`src/rtl/uart_irq_pkg.sv`:
```
package uart_irq_pkg;
  localparam int NUM_ERR = 4;

  typedef enum logic [3:0] {
    IID_NONE = 4'b0001,
    IID_LSR  = 4'b0110,
    IID_RDA  = 4'b0100,
    IID_CTO  = 4'b1100,
    IID_THRE = 4'b0010
  } iid_t;
endpackage

```
`src/rtl/uart_irq_errlatch.sv`:
```
// Sticky error flags: one set/clear cell per error kind; set beats clear.
module uart_irq_errlatch #(
  parameter int N = 4
) (
  input  logic         clk,
  input  logic         rst_n,
  input  logic [N-1:0] set_i,
  input  logic         clr_i,
  output logic [N-1:0] flags_o
);
  for (genvar g = 0; g < N; g++) begin : g_cell
    always_ff @(posedge clk or negedge rst_n) begin
      if (!rst_n)          flags_o[g] <= 1'b0;
      else if (set_i[g])   flags_o[g] <= 1'b1;
      else if (clr_i)      flags_o[g] <= 1'b0;
    end
  end
endmodule

```
`src/rtl/uart_irq_srcflags.sv`:
```
// Pending state for the timeout and transmit-empty causes.
module uart_irq_srcflags (
  input  logic clk,
  input  logic rst_n,
  input  logic tmo_set,
  input  logic tmo_clr,
  input  logic thre_set,
  input  logic thre_wr_clr,
  input  logic thre_id_clr,
  output logic tmo_o,
  output logic thre_o
);
  // Receive activity restarts the timer, so clear outranks a coincident set.
  always_ff @(posedge clk or negedge rst_n) begin
    if (!rst_n)       tmo_o <= 1'b0;
    else if (tmo_clr) tmo_o <= 1'b0;
    else if (tmo_set) tmo_o <= 1'b1;
  end

  // A write refills the holding register; an id read only loses to a new set.
  always_ff @(posedge clk or negedge rst_n) begin
    if (!rst_n)           thre_o <= 1'b0;
    else if (thre_wr_clr) thre_o <= 1'b0;
    else if (thre_set)    thre_o <= 1'b1;
    else if (thre_id_clr) thre_o <= 1'b0;
  end
endmodule

```
`src/rtl/uart_irq_prio.sv`:
```
// Fixed-priority encoder from pending causes to identification code.
module uart_irq_prio
  import uart_irq_pkg::*;
(
  input  logic lsr_act,
  input  logic rda_act,
  input  logic cto_act,
  input  logic thre_act,
  output iid_t iid_o
);
  always_comb begin
    if (lsr_act)       iid_o = IID_LSR;
    else if (rda_act)  iid_o = IID_RDA;
    else if (cto_act)  iid_o = IID_CTO;
    else if (thre_act) iid_o = IID_THRE;
    else               iid_o = IID_NONE;
  end
endmodule

```
`src/rtl/uart_irq_ident.sv`:
```
module uart_irq_ident
  import uart_irq_pkg::*;
#(
  parameter int LEVEL_W = 5,
  parameter int TRIG_A  = 1,
  parameter int TRIG_B  = 4,
  parameter int TRIG_C  = 8,
  parameter int TRIG_D  = 14
) (
  input  logic               clk,
  input  logic               rst_n,
  input  logic [3:0]         err_pulse,
  input  logic               lsr_rd,
  input  logic [LEVEL_W-1:0] rx_level,
  input  logic [1:0]         trig_sel,
  input  logic               tmo_evt,
  input  logic               rbr_rd,
  input  logic               rx_push,
  input  logic               thre_evt,
  input  logic               thr_wr,
  input  logic               iir_rd,
  output logic               irq,
  output logic [3:0]         iid,
  output logic [3:0]         err_flags
);
  logic [LEVEL_W-1:0] trig_lvl;
  logic               rda_act, tmo_q, thre_q, thre_shown;
  iid_t               iid_e;

  always_comb begin
    case (trig_sel)
      2'b00:   trig_lvl = LEVEL_W'(TRIG_A);
      2'b01:   trig_lvl = LEVEL_W'(TRIG_B);
      2'b10:   trig_lvl = LEVEL_W'(TRIG_C);
      default: trig_lvl = LEVEL_W'(TRIG_D);
    endcase
  end

  assign rda_act = (rx_level >= trig_lvl);

  uart_irq_errlatch #(.N(NUM_ERR)) i_err (
    .clk(clk), .rst_n(rst_n), .set_i(err_pulse), .clr_i(lsr_rd),
    .flags_o(err_flags)
  );

  assign thre_shown = (iid_e == IID_THRE);

  uart_irq_srcflags i_src (
    .clk(clk), .rst_n(rst_n),
    .tmo_set(tmo_evt), .tmo_clr(rbr_rd | rx_push),
    .thre_set(thre_evt), .thre_wr_clr(thr_wr),
    .thre_id_clr(iir_rd & thre_shown),
    .tmo_o(tmo_q), .thre_o(thre_q)
  );

  uart_irq_prio i_prio (
    .lsr_act(|err_flags), .rda_act(rda_act), .cto_act(tmo_q),
    .thre_act(thre_q), .iid_o(iid_e)
  );

  assign iid = iid_e;
  assign irq = ~iid_e[0];
endmodule

```
`config.mk`:
```
export PLATFORM = sky130hd
export DESIGN_NAME = uart_irq_ident
export DESIGN_NICKNAME = d
export VERILOG_FILES = /design/src/rtl/uart_irq_pkg.sv /design/src/rtl/uart_irq_errlatch.sv /design/src/rtl/uart_irq_srcflags.sv /design/src/rtl/uart_irq_prio.sv /design/src/rtl/uart_irq_ident.sv
export SDC_FILE = /design/constraint.sdc
export NUM_CORES = 1
export LEC_CHECK = 0
export ABC_CLOCK_PERIOD_IN_PS = 1800
export CAP_MARGIN = 20
export CORE_AREA = 10 10 47 49
export CTS_CLUSTER_DIAMETER = 60
export CTS_CLUSTER_SIZE = 16
export DETAILED_ROUTE_END_ITERATION = 16
export DIE_AREA = 0 0 57 59
export GPL_TIMING_DRIVEN = 0
export PLACE_DENSITY = 0.73
export SLEW_MARGIN = 20
export SYNTH_ARGS = -nofsm -noshare
export SYNTH_HDL_FRONTEND = slang
export SYNTH_SLANG_ARGS = --single-unit
```
`constraint.sdc`:
```
create_clock -name clk -period 1.8 [get_ports clk]
set_clock_uncertainty 0.05 [all_clocks]
set_input_delay 0.27 -clock clk [delete_from_list [all_inputs] [get_ports clk]]
set_output_delay 0.27 -clock clk [all_outputs]
set_load 0.02 [all_outputs]
```
* Word-level counts from Yosys, hierarchy flattened
Index checks and enable logic that the tools add are counted.
** Operators by class
- $lt $le $gt $ge :: 1
- Eq/ne operators :: 3
- Multiplexer cells :: 15
- Bitwise gates (word level) :: 3
- Reduce and logical (&&, ||, !) cells :: 8
** Operator list (count)
- two-way mux 4 bit :: 3
- one-hot mux 4 bit (3 select lines) :: 1
- two-way mux 1 bit :: 10
- nonzero test 2 bit :: 5
- greater-or-equal comparator 5 bit :: 1
- equality test 4 x 2 -> 1 bit (second input constant) :: 1
- OR reduction 4 bit :: 1
- nonzero test 3 bit :: 1
- equality test 2 x 1 -> 1 bit (second input constant) :: 1
- equality test 2 bit (second input constant) :: 1
- logical NOT 2 bit :: 1
- two-way mux 2 bit :: 1
- AND 1 bit :: 1
- NOT 1 bit :: 1
- OR 1 bit :: 1
** Word-level totals
- Register bits :: 6
- Input bits :: 20
- Output and inout port bits :: 9
- Logic and storage cells :: 36

* Longest topological paths before layout
Gate-level depths: netlist of run 1.
- Depth after elaboration :: 10
- Mapped depth :: 5
- Gate-level depth less buffers :: 5

* By module
A second synthesis of run 1 with hierarchy kept.
** Second synthesis, totals
- Cells, all modules :: 41
- Area, all modules :: 399.1 µm²
** Modules (own cells, without submodules)
- uart_irq_ident :: instances 1, cells each 20, area an instance 150.1 µm², seq. area each 0.0 µm²
- uart_irq_errlatch :: instances 1, cells each 9, area an instance 133.9 µm², seq. area each 100.1 µm²
- uart_irq_srcflags :: instances 1, cells each 7, area an instance 76.3 µm², seq. area each 50.0 µm²
- uart_irq_prio :: instances 1, cells each 5, area an instance 38.8 µm², seq. area each 0.0 µm²

* Worst setup path after synthesis of run 1
Ideal clock, no wire load.
- Path kind :: input to output
- From :: in trig_sel[1]
- To :: out iid[1]
- Data arrival time :: 1.722 ns
- Required time :: 1.480 ns
- Path slack :: -0.242 ns
- Stages on the path :: 5
- Path buffers :: 0
- Cells stage by stage :: inv_1 ha_1 a211oi_1 nand2_1 o41ai_1
** Between the ends
- Cells in the longest elaborated chain, start to end :: 5
- Elaborated cells on any way between the ends :: 7
** Ends and longest elaborated chain
- start: declaration :: line uart_irq_ident.sv:15 : input logic [1:0] trig_sel,
- equality test 2 bit, or another cell as far along :: line uart_irq_ident.sv:31 : case (trig_sel)
- one-hot mux 4 bit (3 select lines) * :: line uart_irq_ident.sv:31
- greater-or-equal comparator 5 bit * :: line uart_irq_ident.sv:39 : assign rda_act = (rx_level >= trig_lvl);
- two-way mux 4 bit * :: line uart_irq_prio.sv:13 : else if (rda_act) iid_o = IID_RDA;
- two-way mux 4 bit * :: line uart_irq_prio.sv:12 : if (lsr_act) iid_o = IID_LSR;
- end: declaration :: line uart_irq_ident.sv:23 : output logic [3:0] iid,
Every way passes the cells marked *; elsewhere a longest branch is shown, timed or not.

* Worst setup path in the final report of run 1
- From :: reg i_err.flags_o[3]
- To :: out irq
** Between the ends
- Cells in the longest elaborated chain, start to end :: 3
** Ends and longest elaborated chain
- start: declaration :: line uart_irq_errlatch.sv:9 : output logic [N-1:0] flags_o
- start signal: indexed assignment :: line uart_irq_errlatch.sv:13 : if (!rst_n) flags_o[g] <= 1'b0;
- start signal: indexed assignment :: line uart_irq_errlatch.sv:14 : else if (set_i[g]) flags_o[g] <= 1'b1;
- start signal: indexed assignment :: line uart_irq_errlatch.sv:15 : else if (clr_i) flags_o[g] <= 1'b0;
- OR reduction 4 bit :: line uart_irq_ident.sv:57 : .lsr_act(|err_flags), .rda_act(rda_act), .cto_act(tmo_q),
- two-way mux 4 bit :: line uart_irq_prio.sv:12
- NOT 1 bit :: line uart_irq_ident.sv:62 : assign irq = ~iid_e[0];
- end: declaration :: line uart_irq_ident.sv:22 : output logic irq,
Every way passes these cells.

==> key figures, run 1 <==
GRT
  – First-pass GRT wire length: 2390 um
  – Global-route usage over all layers: 0.0893
  – Vias in the first global route: 544
  – Largest net degree at the start of global routing: 7
  – Grt ovf: 0
  – Initial antenna violation count: 0

Job
  – Max-cap viol count: 0

Critical path
  – Largest stage delay, worst path: 0.42 ns
  – Worst path top cell family by delay: simple AND/OR/NAND/NOR gates
  – Setup CP Type: reg2out
  – Slowest-stage cell, CP: or4_4
  – Arrival time worst endpoint: 1.63 ns
  – CP required: 1.48 ns
  – CP Launch Type: register
  – Crit. End Element: output pin
  – Critical path peak fanout: 3
  – CP cell instances: nor4_4 > nand2b_2 > or4_4 > buf_6
  – Sum of buffers and inverters on the critical path: 1

Clock tree
  – Worst-path clk slew: 0.05 ns
  – CTS Root Cell: clkbuf_4
  – CTS max path bufs: 2
  – Total CTS buffers: 3
  – H-Tree Depth: 1
  – Hold-fix buffers, CTS: 0
  – CTS tree: built
  – Worst-skew pair later-pin latency: 0.24 ns
  – Number of clock sinks: 6

Power
  – VDD IR max: 0.316 mV
  – P_leak: 0.383 nW
  – Total power: approximately 0.44 mW
  – P per Cell Area: 476 mW/mm^2

Timing
  – Final worst slack: -0.150 ns
  – Max-slew headroom: 0.815
  – Final Hold Fails: 0
  – Period minus WS final: 1.95 ns
  – Slew Limit Fails: 0
  – Max Fclk: 513 MHz
  – RSZ-0062 raised after global routing: true
  – Setup TNS: -0.320 ns
  – Tcrit/Tclk final: 1.08
  – Final setup violation count: 4
  – Worst-Margin Slew: 0.277 ns

Synthesis
  – Mapped Avg Cell Area: 9.50 um^2
  – Simple-gate share of the synthesized area: 0.295
  – Xor and xnor fraction of the mapped netlist area: 0
  – Sequential share of the synthesized area: 0.376
  – Area leader, netlist: dfrtp_1
  – Syn. warnings: 0
  – Area share of fa/ha/maj cells after synthesis: 0.125
  – Compound-Gate Fraction of Synth Area: 0.157
  – Yosys top cell area share: 0.376
  – Largest family of logic cells by synthesized area: simple AND/OR/NAND/NOR gates
  – Unique masters post-synth: 21
  – Syn nets: 66
  – Top cells by area, synth: dfrtp_1 (38%), ha_1 (13%), a21o_1 (5.6%)
  – FF+latch count, synth: 6
  – Post-synthesis mux area share: 0
  – Syn Inst Count: 42
  – Post-synthesis cell area: about 400 um^2

Layout
  – Nets: 110
  – Fin cells: 101
  – Layout cells sized above 1: 0.518
  – N_diodes: 0
  – Area delta synth->final: 130%
  – # fillers: approximately 120
  – Util after Layout: 0.655

Detailed routing
  – Final WL: 1510 um
  – Initial detailed-routing violation count: 1
  – Post-route ant nets: 0
  – Vias: 485
  – Vias per cell: 4.80
  – First drt pass iteration count: 2
  – Avg WL per Cell: about 15 um
  – Post-route DRC: 0

Placement
  – Gpl congestion: 0.743
  – Cells after DPL: between 80 and 90
  – IO buf count: 28
  – HPWL after DPL: around 1100 um
  – Pre-CTS setup slack: -1.11 ns

Die
  – Die Area: 0.00336 mm^2
  – Initial core utilization: 0.285
  – Total core area: 0.00140 mm^2
  – Row count: 14
  – Top Ports: 29
  – Die W: 57 um
  – Die height: 59 um

Status
  – Failing checks: setup timing
  – Outcome: complete, but fails checks

Worst hold path
  – Hold Path Class: in2async
-- metal layers --
metal	vias to the layer above	routed length, um	track usage
met4	0	14	0.0503
met2	21	833	0.166
met3	4	138	0.0386
met5	-	0	0
li1	240	-	-
met1	220	517	0.0790
-- layout by cell type (no fill, tap or decap), types with 2 or more instances in the layout --
cell,instances
a21o_1,3
buf_4,11
buf_6,7
clkbuf_2,2
clkbuf_4,3
clkdlybuf4s50_1,16
dfrtp_1,4
dfrtp_2,2
ha_4,3
inv_1,4
nand2_2,3
nor2_1,3
nor2_4,2
nor4_4,2
-- power breakdown --
group	switching [mW]	internal (mW)	total (mW)
Combinational	0.0601	0.0886	0.149
Sequential	0.0121	0.145	0.157
Clock	0.0478	0.0839	0.132
-- timing repair --
action,in CTS,in global routing
resized for setup,55,21
setup endpoints to repair,5,5
pin swaps,12,8
endpoints found under the hold margin,0,0
buffers inserted,9,2
-- synthesized netlist by cell type --
master,number
ha_1,4
a211oi_1,1
nand2_1,3
o21a_1,1
o41ai_1,1
nand3_1,1
or4_1,1
or3_1,1
nand4b_1,1
o211ai_1,1
nor2b_1,1
nor4_1,1
nor3b_1,1
nor4_4,1
inv_1,5
nor3_1,2
nor2_1,5
dfrtp_1,6
nand2b_2,1
a21o_2,1
a21o_1,3
-- stage by stage --
step	instance area (um^2)	hold WS, ns
floorplan	419	-0.0756
global placement	719	0.467
detailed placement	719	0.479
CTS	841	0.216
global route	918	0.222
finish	918	0.219
-- area by class of cell --
| class | instances | area (um^2) | area share |
|---|---|---|---|
| Timing Repair Buffer | 39 | 355 | 0.387 |
| Multi-Input combinational cell | 31 | 345 | 0.376 |
| Sequential cell | 6 | 153 | 0.166 |
| Clock buffer | 4 | 26.3 | 0.0286 |
| Tap cell | 16 | 20.0 | 0.0218 |
| Inverter | 5 | 18.8 | 0.0204 |
-- cell families (layout without fill, tap and decap cells) --
family | after synthesis | in the layout
AO/OA/AOI/OAI | 8 | 8
adder cells (fa/ha/maj) | 4 | 4
buffers and inverters | 5 | 48
flip-flops | 6 | 6
AND/OR/NAND/NOR | 19 | 19
-- state kept, by name, summed over array words and instances, names as in the netlist --
signal	flops
i_src.thre_o	1
i_src.tmo_o	1
i_err.flags_o	4
-- worst paths after layout --
| path | endpoint | slack (ns) | depth (start not counted) | from |
|---|---|---|---|---|
| hold / removal | i_src.tmo_o$_DFFE_PN0P_ | 0.22 | 1 | rst_n |
| min in group clk | i_src.tmo_o$_DFFE_PN0P_ | 0.51 | 2 | rx_push |
| setup reg to reg | i_src.thre_o$_DFFE_PN0P_ | 0.47 | 4 | i_err.flags_o[3]$_DFFE_PN0P_ |
| hold reg to reg | i_err.flags_o[1]$_DFFE_PN0P_ | 0.54 | 1 | i_err.flags_o[1]$_DFFE_PN0P_ |
| max in group asynchronous | i_err.flags_o[2]$_DFFE_PN0P_ | 1.25 | 1 | rst_n |
| setup / recovery | irq | -0.15 | 4 | i_err.flags_o[3]$_DFFE_PN0P_ |
No activity file was read; power rests on OpenSTA's default activity.
==> run 2: changes to the inputs <==
--- a/config.mk
+++ b/config.mk
@@ -6,7 +6,6 @@
 export NUM_CORES = 1
 export LEC_CHECK = 0
 export ABC_CLOCK_PERIOD_IN_PS = 1800
-export CAP_MARGIN = 20
 export CORE_AREA = 10 10 47 49
 export CTS_CLUSTER_DIAMETER = 60
 export CTS_CLUSTER_SIZE = 16
==> results of run 2 <==
Same layout as run 1: the final DEF is identical, and so are final timing and power.
